### src/rtl/nibcmd_pkg.sv
package nibcmd_pkg;
    localparam int NIB_W   = 4;
    localparam int Q_DEPTH = 4;
    localparam int VAL_W   = NIB_W * Q_DEPTH;
    localparam int BYTE_W  = 2 * NIB_W;

    localparam logic [NIB_W-1:0] CLS_DATA = 4'h1;
    localparam logic [NIB_W-1:0] CLS_ACT  = 4'h2;

    localparam logic [NIB_W-1:0] ACT_CLEAR = 4'h1;
    localparam logic [NIB_W-1:0] ACT_WADDR = 4'h2;
    localparam logic [NIB_W-1:0] ACT_WDATA = 4'h3;
    localparam logic [NIB_W-1:0] ACT_DUMP  = 4'h4;

    typedef enum logic [2:0] {
        K_NONE,
        K_DATA,
        K_CLEAR,
        K_WADDR,
        K_WDATA,
        K_DUMP
    } cmd_kind_e;

    typedef struct packed {
        cmd_kind_e        kind;
        logic [NIB_W-1:0] nib;
    } cmd_t;

    function automatic cmd_t decode_byte(input logic [BYTE_W-1:0] b);
        cmd_t c;
        c.nib  = b[NIB_W-1:0];
        c.kind = K_NONE;
        if (b[BYTE_W-1:NIB_W] == CLS_DATA) begin
            c.kind = K_DATA;
        end else if (b[BYTE_W-1:NIB_W] == CLS_ACT) begin
            case (b[NIB_W-1:0])
                ACT_CLEAR: c.kind = K_CLEAR;
                ACT_WADDR: c.kind = K_WADDR;
                ACT_WDATA: c.kind = K_WDATA;
                ACT_DUMP:  c.kind = K_DUMP;
                default:   c.kind = K_NONE;
            endcase
        end
        return c;
    endfunction
endpackage

### src/rtl/nibcmd_merge.sv
module nibcmd_merge
    import nibcmd_pkg::*;
(
    input  logic              a_valid,
    input  logic [BYTE_W-1:0] a_byte,
    input  logic              b_valid,
    input  logic [BYTE_W-1:0] b_byte,
    output logic              m_valid,
    output logic [BYTE_W-1:0] m_byte
);
    always_comb begin
        m_valid = a_valid | b_valid;
        m_byte  = ({BYTE_W{a_valid}} & a_byte) | ({BYTE_W{b_valid}} & b_byte);
    end
endmodule

### src/rtl/nibcmd_decode.sv
module nibcmd_decode
    import nibcmd_pkg::*;
(
    input  logic              in_valid,
    input  logic [BYTE_W-1:0] in_byte,
    output cmd_t              cmd
);
    always_comb begin
        cmd = decode_byte(in_byte);
        if (!in_valid) cmd.kind = K_NONE;
    end
endmodule

### src/rtl/nibcmd_queue.sv
module nibcmd_queue
    import nibcmd_pkg::*;
#(
    parameter int W     = NIB_W,
    parameter int DEPTH = Q_DEPTH,
    localparam int TOT  = W * DEPTH
) (
    input  logic         clk,
    input  logic         rst,
    input  logic         push,
    input  logic         clear,
    input  logic [W-1:0] nib_in,
    output logic [TOT-1:0] word
);
    logic [W-1:0] slot [DEPTH];

    generate
        for (genvar i = 0; i < DEPTH; i++) begin : g_slot
            logic [W-1:0] next_nib;
            if (i == 0) begin : g_head
                assign next_nib = nib_in;
            end else begin : g_body
                assign next_nib = slot[i-1];
            end
            always_ff @(posedge clk) begin
                if (rst || clear) slot[i] <= '0;
                else if (push)    slot[i] <= next_nib;
            end
            assign word[i*W +: W] = slot[i];
        end
    endgenerate
endmodule

### src/rtl/nibcmd_top.sv
module nibcmd_top
    import nibcmd_pkg::*;
(
    input  logic              clk,
    input  logic              rst,
    input  logic              key_valid,
    input  logic [7:0]        key_byte,
    input  logic              host_valid,
    input  logic [7:0]        host_byte,
    output logic              addr_wr,
    output logic              data_wr,
    output logic [15:0]       wr_value,
    output logic [3:0]        reg_num,
    output logic              dump_req
);
    logic              m_valid;
    logic [BYTE_W-1:0] m_byte;
    cmd_t              cmd;
    logic [VAL_W-1:0]  q_word;

    nibcmd_merge u_merge (
        .a_valid (key_valid),
        .a_byte  (key_byte),
        .b_valid (host_valid),
        .b_byte  (host_byte),
        .m_valid (m_valid),
        .m_byte  (m_byte)
    );

    nibcmd_decode u_dec (
        .in_valid (m_valid),
        .in_byte  (m_byte),
        .cmd      (cmd)
    );

    nibcmd_queue #(.W(NIB_W), .DEPTH(Q_DEPTH)) u_queue (
        .clk    (clk),
        .rst    (rst),
        .push   (cmd.kind == K_DATA),
        .clear  (cmd.kind == K_CLEAR),
        .nib_in (cmd.nib),
        .word   (q_word)
    );

    always_ff @(posedge clk) begin
        if (rst) begin
            addr_wr  <= 1'b0;
            data_wr  <= 1'b0;
            dump_req <= 1'b0;
            wr_value <= '0;
            reg_num  <= '0;
        end else begin
            addr_wr  <= (cmd.kind == K_WADDR);
            data_wr  <= (cmd.kind == K_WDATA);
            dump_req <= (cmd.kind == K_DUMP);
            if (cmd.kind == K_WADDR) begin
                wr_value <= q_word;
                reg_num  <= q_word[NIB_W-1:0];
            end else if (cmd.kind == K_WDATA) begin
                wr_value <= q_word;
            end
        end
    end
endmodule

### config.mk
export PLATFORM = sky130hd
export DESIGN_NAME = nibcmd_top
export DESIGN_NICKNAME = d
export VERILOG_FILES = /design/src/rtl/nibcmd_pkg.sv /design/src/rtl/nibcmd_merge.sv /design/src/rtl/nibcmd_decode.sv /design/src/rtl/nibcmd_queue.sv /design/src/rtl/nibcmd_top.sv
export SDC_FILE = /design/constraint.sdc
export NUM_CORES = 1
export LEC_CHECK = 0
export ABC_AREA = 1
export BUFFER_PORTS_ARGS = -buffer_cell sky130_fd_sc_hd__buf_2
export CORE_MARGIN = 3
export CORE_UTILIZATION = 55
export CTS_CLUSTER_DIAMETER = 200
export CTS_CLUSTER_SIZE = 14
export DETAILED_ROUTE_END_ITERATION = 6
export GPL_TIMING_DRIVEN = 1
export PLACE_DENSITY = 0.82
export SYNTH_ARGS = -nofsm -noshare
export SYNTH_HDL_FRONTEND = slang
export SYNTH_SLANG_ARGS = --single-unit
### constraint.sdc
create_clock -name clk -period 4.9 [get_ports clk]
set_input_delay 0.98 -clock clk [delete_from_list [all_inputs] [get_ports clk]]
set_output_delay 0.98 -clock clk [all_outputs]
set_load 0.01 [all_outputs]
## Word-level counts from Yosys, hierarchy flattened

Memories as Yosys holds them, arrays and structs flattened.
Index checks and enable logic that the tools add are counted.

- Divide/modulo/power cells: 0
- Multipliers: 0
- Add/subtract/negate cells: 0
- Shift operators: 0
- $lt $le $gt $ge: 0
- Reduce and logical (&&, ||, !) cells: 2
- Mux-type cells: 15
- Eq/ne operators: 11
- Bitwise operators: 8

Operators with widths:

| cell | number |
|---|---|
| 16-bit 2-to-1 mux | 2 |
| 8-bit bitwise AND | 2 |
| 4-bit 2-to-1 mux | 4 |
| 4-bit by 2-bit == test with 1-bit output, second input constant | 3 |
| 3-bit one-hot mux with 4 select lines | 1 |
| 3-bit 2-to-1 mux | 3 |
| 4-bit by 1-bit == test with 1-bit output, second input constant | 2 |
| 8-bit bitwise OR | 1 |
| 3-bit by 2-bit == test with 1-bit output, second input constant | 2 |
| 3-bit == test, second input constant | 2 |
| 1-bit 2-to-1 mux | 5 |
| 1-bit bitwise OR | 5 |
| 4-bit by 3-bit == test with 1-bit output, second input constant | 1 |
| 3-bit by 1-bit == test with 1-bit output, second input constant | 1 |
| 2-bit nonzero test | 1 |
| 1-bit logical OR | 1 |

- Latch bits: 0
- Memories kept: 1
- Flip-flop bits (word level): 23
- Output and inout bits: 23
- Input port bits: 20
- ROM bits: 0
- Memory bits (writable): 16

Memory list:

| name | words | width | read ports | clocked after memory_dff | write ports | RTL line | RTL |
|---|---|---|---|---|---|---|---|
| u_queue.slot | 4 | 4 | 4 | 0 | 4 | nibcmd_queue.sv:15 | `logic [W-1:0] slot [DEPTH];` |

## Depth between registers and ports, before layout

Gate-level depths: netlist (run 1).

- Word-level depth: 12
- Depth in mapped cells: 14

## Modules after synthesis

From an unflattened synthesis (run 1), not the netlist that was laid out.

- Cells, all modules: 248
- Area, all modules: 1,964.4 um2

By module, submodules not included:

| module | sequential area each (um2) | instances | area each (um2) | cells an instance |
|---|---|---|---|---|
| nibcmd_top | 460.4 | 1 | 1,064.8 | 137 |
| nibcmd_queue | 480.5 | 1 | 631.9 | 53 |
| nibcmd_decode | 0.0 | 1 | 143.9 | 29 |
| nibcmd_merge | 0.0 | 1 | 123.9 | 29 |

## Least setup slack after synthesis (run 1)

No wires, ideal clock.

- Path type: input port to flip-flop
- Start: input port key_byte[6]
- End: memory u_queue.slot[0][0] in the netlist's numbering, enable pin
- Buffers on the path: 0
- Cell stages on the path: 7
- Path slack: 2,029 ps
- Arrival: 2,477 ps
- Cell sequence: o21ai_0 o21ai_2 nor2_2 inv_2 nor2_4 inv_1 o211ai_1

RTL lines:

| element | RTL line | RTL |
|---|---|---|
| from (decl) | nibcmd_top.sv:7 | `input logic [7:0] key_byte,` |
| to (decl) | nibcmd_queue.sv:15 |  |

==> results.toml, run 1 <==
[clock_tree]
cts_tree = "done"
clock_sinks = 39
cts_setup_buffers = 0
clockBufferDepth = 2
clk_latency_ns = 0.34
postCtsHoldBufs = 0
cts_max_level = 2
cts_root_buffer = "clkbuf_4"
numCtsBuffers = 5
cts_resized = 0
clkTransAtPathRegs_ns = 0.12

[power]
peakVddDrop_v = 0.000154
power_uw = 614
p_per_area_nw_per_um2 = 313
p_leak_uw = 0.000982

[synth]
synth_top_area_share_pct = 28.7
synth_edf_count = 16
synth.distinct_cells = 20
netlist_top_cells_count = "70 x nand2_1, 55 x nor2_1, 24 x inv_1"
netlist_area_um2 = 1670
ys_warn_count = 0
synth-async-reset-ratio_pct = 0
ys_ff_latch = 39
syn-num-nets = 234
ys_top_cells_by_area = "edfxtp_1 29%, dfxtp_1 28%, nand2_1 16%"
netlist_instances = 214
syn_area_per_cell_um2 = 7.82
ys_seq_area_share_pct = 56.2
yosysMostFrequentCell = "nand2_1"
synth_ff_type = "dfxtp_1"
synth_largest_area_cell = "edfxtp_1"

[critical_path]
end_kind = "register"
path_max_fanout = 19
start_kind = "input port"
criticalPathCategory = "in -> reg"
cp.required_ns = 4.97
critPathArrivalTime_ns = 2.41

[sta]
setup_ws_ns = 2.56
rsz0062_at_grt = "no"
fmax_mhz = 428
timing.final.crit_share_pct = 47.7
period_needed_ns = 2.34
final.setup.tns_ns = 0
clock_skew_ns = 0.0128
tightest_slew_ns = 0.645
relSlewSlack_pct = 56.9
drv_slew = 0
finalSetupViolCount = 0
hold_violations = 0

[run]
drv_cap = 0

[route]
wirelength_um = 3070
dr_total_vias = 1369
wl_per_cell_um = 10.5
route.detailed.drc = 0
dr.pass1.iters = 4
vias_per_cell = 4.70
drtIter0Drc = 81
ant_nets = 0

[grt]
track_usage_pct = 18.6
grt_start_max_net_pins = 33
grt_pass1_wl_um = 5050
grt-ovfl-total = 0
antenna_found_initial = 0
grt_pass1_vias = 1208

[layout]
nets = 279
num_antenna_cells = 0
drive_above_1_share_pct = 23.1
fill_cells = 249
fin_area_um2 = 1960
syn2layout_area_growth_pct = 17.4

[hold_path]
min_path_type = "reg -> reg"

[die]
die_h_um = 61.2
core_um2 = 2830
dieArea_um2 = 3740
rows = 19
initial_utilization_pct = 59.1
dieWidth_um = 61.2
boundaryPins = 43

[placement]
gp_congestion = 0.854
dp_slack_ns = 2.21
placed_cell_area_um2 = 1890
io_buffers = 42
hpwl_um = 2160

[run_status]
outcome = "completed"
[layout make-up]
class / instances / area, µm² / share of cell area, %
multi-input cells: 142 / 584 / 29.8
clock inverters: 3 / 38.8 / 1.98
repair buffers: 43 / 218 / 11.1
clock buffers: 5 / 37.5 / 1.91
well taps: 31 / 38.8 / 1.98
inverters: 28 / 105 / 5.35
flip-flops and latches: 39 / 941 / 47.9
[report_power, final]
part           switching, µW  leakage [µW]  internal [µW]  total, µW
sequential              4.16      0.000351            349        354
combinational           36.7      0.000588           19.1       55.8
clock                   99.6     0.0000426            105        205
[path summary, 6_finish.rpt]
path / cells after the start / slack, ns / endpoint / from
hold / removal: 2 / 0.48 / reg_num[3] / reg_num[3]
hold reg to reg: 2 / 0.48 / reg_num[3] / reg_num[3]
setup reg to reg: 2 / 4.06 / u_queue.slot[1][2] / u_queue.slot[0][2]
setup / recovery: 4 / 2.56 / u_queue.slot[0][0] / rst
[cell families (layout without fill, tap and decap cells)]
logic type,Yosys count,after routing,synth area share [%]
flops,39,39,56.2
simple gates,133,133,31.9
compound gates,9,9,3.07
buf+inv,33,79,8.83
[flip-flops by register name, indices dropped and copies added, names as in the netlist]
name          count
addr_wr           1
data_wr           1
dump_req          1
reg_num           4
u_queue.slot     16
wr_value         16
[layout by cell type, fill, tap and decap left out, types with 2 or more instances in the layout]
cell       n
a21oi_1    6
buf_2     42
clkbuf_4   5
clkinv_1   2
dfxtp_1   23
edfxtp_1  16
inv_1     24
inv_2      3
nand2_1   70
nand2_4    2
nor2_1    55
nor2_2     2
[stage by stage]
stage | cells | util (%) | hold slack, ns
2_1_floorplan | 214 | - | 0.482
3_3_place_gp | 283 | 66.7 | 0.451
3_5_place_dp | 283 | 66.7 | 0.457
4_1_cts | 291 | 69.4 | 0.475
5_1_grt | 291 | 69.4 | 0.504
6_report | 291 | 69.4 | 0.477
[routing by layer]
layer  share of wire, %  routed length [µm]  track usage, %  vias to the layer above
li1                   -                   -               -                      733
met1                 45                1390            21.7                      591
met2                 48                1470            30.8                       39
met3                5.6                 171            6.50                        6
met4                1.4                  42            8.05                        0
met5                  0                   0               0                        -
[worst max-delay path: stages]
cell and delay, ns:
buf_2 0.15, clkinv_1 0.44, nand3_1 0.70, a21oi_1 0.13
(Power assumes the default switching activity.)
==> run 2: changes to the inputs <==
CORE_UTILIZATION = 51   (was 55)
PLACE_DENSITY = 0.77   (was 0.82)
clock period = 2.32 ns   (was 4.9 ns; I/O delays follow)
==> run 2 against run 1 <==
  * Worst hold slack worse by 0.10 ns
  * Setup slack lost 2.0 ns
  * Via count down 1.4%
  * Clock skew decreased by 0.0046 ns
  * Flip-flop and latch count unchanged
  * Clock power is 55% higher
  * Non-clock buffer count rose by 1
  * Routed wire length shrank 7.8%
  * Count of clock-buffer cells in the layout is 2 higher
==> results.toml, run 2 (synthesized netlist as in run 1, its figures left out) <==
[placement]
gp_congestion = 0.840
placed_cell_area_um2 = 1950
hpwl_um = 2150
io_buffers = 42

[sta]
clock_skew_ns = 0.00819
finalSetupViolCount = 0
rsz0062_at_grt = "no"
relSlewSlack_pct = 60.3
drv_slew = 0
timing.final.crit_share_pct = 74.3
hold_violations = 0
period_needed_ns = 1.72
fmax_mhz = 580
tightest_slew_ns = 0.594
final.setup.tns_ns = 0

[layout]
syn2layout_area_growth_pct = 19.8
nets = 280
fill_cells = 299
layout_common_cells = "64 x nand2_1, 55 x nor2_1, 42 x buf_2"
num_antenna_cells = 0
fin_area_um2 = 2000
layout_commonest_cell = "nand2_1"
largestRegisters = "u_queue.slot x16, wr_value x16, reg_num x4"
drive_above_1_share_pct = 25.3

[route]
dr_total_vias = 1350
wirelength_um = 2830
drtIter0Drc = 38
route.detailed.drc = 0
vias_per_cell = 4.43
wl_per_cell_um = 9.28
ant_nets = 0
dr.pass1.iters = 4

[clock_tree]
cts_tree = "done"
cts_setup_buffers = 0
numCtsBuffers = 5
clockBufferDepth = 2
postCtsHoldBufs = 0
cts_max_level = 2
cts_root_buffer = "clkbuf_4"
clk_latency_ns = 0.33
clkTransAtPathRegs_ns = 0.11
cts_resized = 0
clock_sinks = 39

[grt]
grt-ovfl-total = 0
track_usage_pct = 15.9
antenna_found_initial = 0
grt_pass1_vias = 1215
grt_pass1_wl_um = 4980
grt_start_max_net_pins = 33

[critical_path]
path_max_fanout = 16
max_stage_delay_ns = 0.26
start_kind = "input port"
crit_path_cell_trace = "buf_2 > nand2_8 > nand2_4 > nor2_4 > inv_1 > nor2_1 > nand2_1 > nor2_4 > inv_1 > o211ai_1 > buf_4"
end_kind = "register"
cp.required_ns = 2.35
worst_path_max_delay_cell = "buf_4"
criticalPathCategory = "in -> reg"
critPathArrivalTime_ns = 1.76

[die]
initial_utilization_pct = 53.9
dieArea_um2 = 4000
die_h_um = 63.3
rows = 20
core_um2 = 3100
boundaryPins = 43
dieWidth_um = 63.3

[power]
peakVddDrop_v = 0.000352
power.internal_uw = 901
p_leak_uw = 0.000984
power_switching_uw = 289
clkPwrFrac_pct = 26.7
comb_power_share_pct = 10.5
seq_power_share_pct = 62.8
p_per_area_nw_per_um2 = 594
swShare_pct = 24.3

[run]
drv_cap = 0

[hold_path]
min_path_type = "in -> reg"

[run_status]
outcome = "completed"
==> run 2: changes by cell type in the layout (fill, tap and decap cells not counted), sizes merged <==
cell	delta
bufinv	-1
buf	+1
clkinv	-1
clkbuf	+2
==> run 2: worst paths after layout <==
check,startpoint,to,slack [ns],cells after the start
setup / recovery,host_valid,u_queue.slot[1][1],0.60,11
hold / removal,rst,addr_wr,0.37,2
setup reg to reg,u_queue.slot[0][2],u_queue.slot[1][2],1.49,2
hold reg to reg,reg_num[1],reg_num[1],0.47,2
==> run 2: final cells by class <==
class	count	area, µm²	area share, %
clock inverters	1	5.00	0.250
inverters	28	105	5.24
well taps	44	55.1	2.75
flip-flops and latches	39	941	46.9
multi-input cells	142	628	31.3
clock buffers	7	45.0	2.25
repair buffers	44	225	11.2
==> run 2: stage by stage <==
stage	hold slack (ns)	setup WS [ns]	total power (µW)	utilization, %	instances
finish	0.374	0.596	1190	64.6	305
CTS	0.361	0.606	1200	64.6	305
global placement	0.454	0.297	887	63.0	297
detailed placement	0.458	0.239	889	63.0	297
floorplan	0.482	0.00145	844	-	214
global route	0.380	0.439	1250	64.6	305
==> run 2: worst max-delay path: cells and delay by family <==
family,cells,cell delay [ns]
buffers and inverters,4,0.53
AOI/OAI and AO/OA,1,0.18
and+or+nand+nor,6,0.58
==> run 2: per-layer routing <==
layer | routed length (µm) | vias to the layer above | GRT usage (%)
met2 | 1430 | 37 | 28.9
met3 | 162 | 2 | 5.35
met5 | 0 | - | 0
li1 | - | 737 | -
met4 | 21 | 0 | 6.47
met1 | 1220 | 574 | 16.8
==> run 2: power by group through the flow <==
stage | logic (µW) | clock network (µW) | registers, µW
after floorplan | 80.6 | 0 | 764
after detailed placement | 126 | 0 | 763
final | 125 | 318 | 747
after CTS | 127 | 328 | 747
after global routing | 143 | 360 | 751
after global placement | 124 | 0 | 762
==> run 3: changes to the inputs <==
CORE_UTILIZATION = 46   (was 51)
PLACE_DENSITY = 0.74   (was 0.77)
clock period = 1.4 ns   (was 2.32 ns; I/O delays follow)
==> run 3 against run 2 <==
  * Sequential share of layout area decreased by 7.3 points
  * Combinational power increased by 130%
  * The flow now finishes with violations (setup timing)
  * Global-route usage decreased by 0.17 points
  * Clock skew decreased by 0.0044 ns
  * Worst hold slack got worse by 0.16 ns
  * Final cell count increased by 8.2%
  * Final area increased by 18%
  * Register-to-register slack got worse by 0.89 ns
==> results.toml, run 3 (synthesized netlist as in run 1, its figures left out) <==
[layout]
syn2layout_area_growth_pct = 42.0
fill_cells = 292
layout_common_cells = "61 x nand2_1, 54 x nor2_1, 37 x buf_2"
fin_util_pct = 69.5
multiInputGateArea_um2 = 683
fin_area_um2 = 2370
drive_above_1_share_pct = 34.5
largestRegisters = "u_queue.slot x16, wr_value x16, reg_num x4"
nets = 303
num_antenna_cells = 0
layout_commonest_cell = "nand2_1"
seq_area_um2 = 941

[die]
initial_utilization_pct = 49.0
dieWidth_um = 66.3
boundaryPins = 43
dieArea_um2 = 4400
core_um2 = 3420
rows = 21
die_h_um = 66.3

[run_status]
outcome = "complete, but fails checks"
violations = "setup timing"

[critical_path]
cp.depth = 11
cp_top_family = "simple AND/OR/NAND/NOR gates"
crit_path_cell_trace = "buf_12 > nand2_8 > nand2_4 > nor2_4 > inv_2 > nor2_2 > nand2_2 > nor2_4 > inv_2 > o211ai_1 > buf_4"
max_stage_delay_ns = 0.27
end_kind = "register"
timing.rr.end = "u_queue.slot[1][3]"
worst_path_max_delay_cell = "o211ai_1"
crit_buf_inv = 4
crit_start = "key_valid"
cp.required_ns = 1.44
reg2regPathDepth = 2
r2r_start = "u_queue.slot[0][3]"
criticalPathCategory = "in -> reg"
start_kind = "input port"
reg2reg_slack_ns = 0.60
path_max_fanout = 8
critPathArrivalTime_ns = 1.50
crit_path_end = "u_queue.slot[1][1]"

[power]
p_leak_uw = 0.00115
peakVddDrop_v = 0.000393
p_per_area_nw_per_um2 = 886
power_uw = 2100

[sta]
period_needed_ns = 1.45
drv_slew = 0
timing.hold.ws_ns = 0.210
tightest_slew_ns = 0.285
clock_skew_ns = 0.00379
hold_violations = 0
setup_ws_ns = -0.0548
timing.final.crit_share_pct = 104
relSlewSlack_pct = 80.9
fmax_mhz = 687
finalSetupViolCount = 16
rsz0062_at_grt = "yes"

[grt]
grt_pass1_vias = 1315
grt_start_max_net_pins = 17
met2_usage_pct = 29.6
met1_usage_pct = 16.7
antenna_found_initial = 0
busiest_layer = "met2"
met3_usage_pct = 3.57
grt_pass1_wl_um = 5290
grt-ovfl-total = 0
track_usage_pct = 15.7

[clock_tree]
clk_latency_ns = 0.32
cts_max_level = 2
cts_tree = "done"
clockBufferDepth = 2
postCtsHoldBufs = 0
numCtsBuffers = 5
cts_root_buffer = "clkbuf_4"
clkTransAtPathRegs_ns = 0.10
clock_sinks = 39

[route]
wl_per_cell_um = 10.0
vias_per_cell = 4.38
dr.pass1.iters = 4
route.detailed.drc = 0
dr_total_vias = 1446
ant_nets = 0
wirelength_um = 3320
drtIter0Drc = 48

[placement]
hpwl_um = 2300
gp_congestion = 0.783
placed_cell_area_um2 = 2110
io_buffers = 42

[hold_path]
min_path_type = "in -> reg"

[run]
drv_cap = 0
==> run 3: changes by cell type in the layout (fill, tap and decap cells not counted), sizes merged <==
cell | previous run | this run
buf | 44 | 65
clkbuf | 7 | 9
==> run 3: worst min path at each step <==
stage / slack (ns) / from / cells past startpoint / endpoint
after floorplan: 0.35 / rst / 1 / reg_num[0]
after global placement: 0.45 / reg_num[3] / 2 / reg_num[3]
after detailed placement: 0.46 / reg_num[2] / 2 / reg_num[2]
after CTS: 0.18 / rst / 2 / reg_num[1]
after global routing: 0.21 / rst / 2 / reg_num[3]
final: 0.21 / rst / 2 / reg_num[3]
==> run 3: metal layers <==
layer  vias to the layer above  routed length [µm]
met5                         -                   0
met4                         0                  38
met3                         4                 144
met2                        35                1840
met1                       620                1290
li1                        787                   -
==> run 3: final cells by class <==
type,count,share of cell area [%]
multi-input combinational,142,28.8
clock inverter,1,0.158
sequential,39,39.6
tap,46,2.42
inverter,28,4.53
timing repair buffer,67,22.2
clock buffer,7,2.32
==> run 3: report_power, final <==
part / switching (µW) / internal (µW)
combinational: 155 / 137
sequential: 15.5 / 1220
clock: 332 / 241
total: 503 / 1600
==> run 3: worst register-to-register path: stages (launching register included) <==
cell and delay (ns):
edfxtp_1 0.44, inv_1 0.10, nor2_1 0.05
==> run 3: metrics by stage <==
step / cells / setup TNS [ns] / setup slack, ns
5_1_grt: 330 / -2.71 / -0.118
3_3_place_gp: 313 / -12.79 / -0.410
3_5_place_dp: 313 / -14.97 / -0.475
4_1_cts: 324 / -0.376 / -0.0448
2_1_floorplan: 214 / -11.72 / -0.732
6_report: 330 / -0.510 / -0.0548
==> run 3: repair_timing <==
item	4_1_cts	5_1_grt
setup endpoints to repair	24	36
cloned	1	2
buffers inserted	2	4
pin swaps	6	9
gates resized for setup	14	16
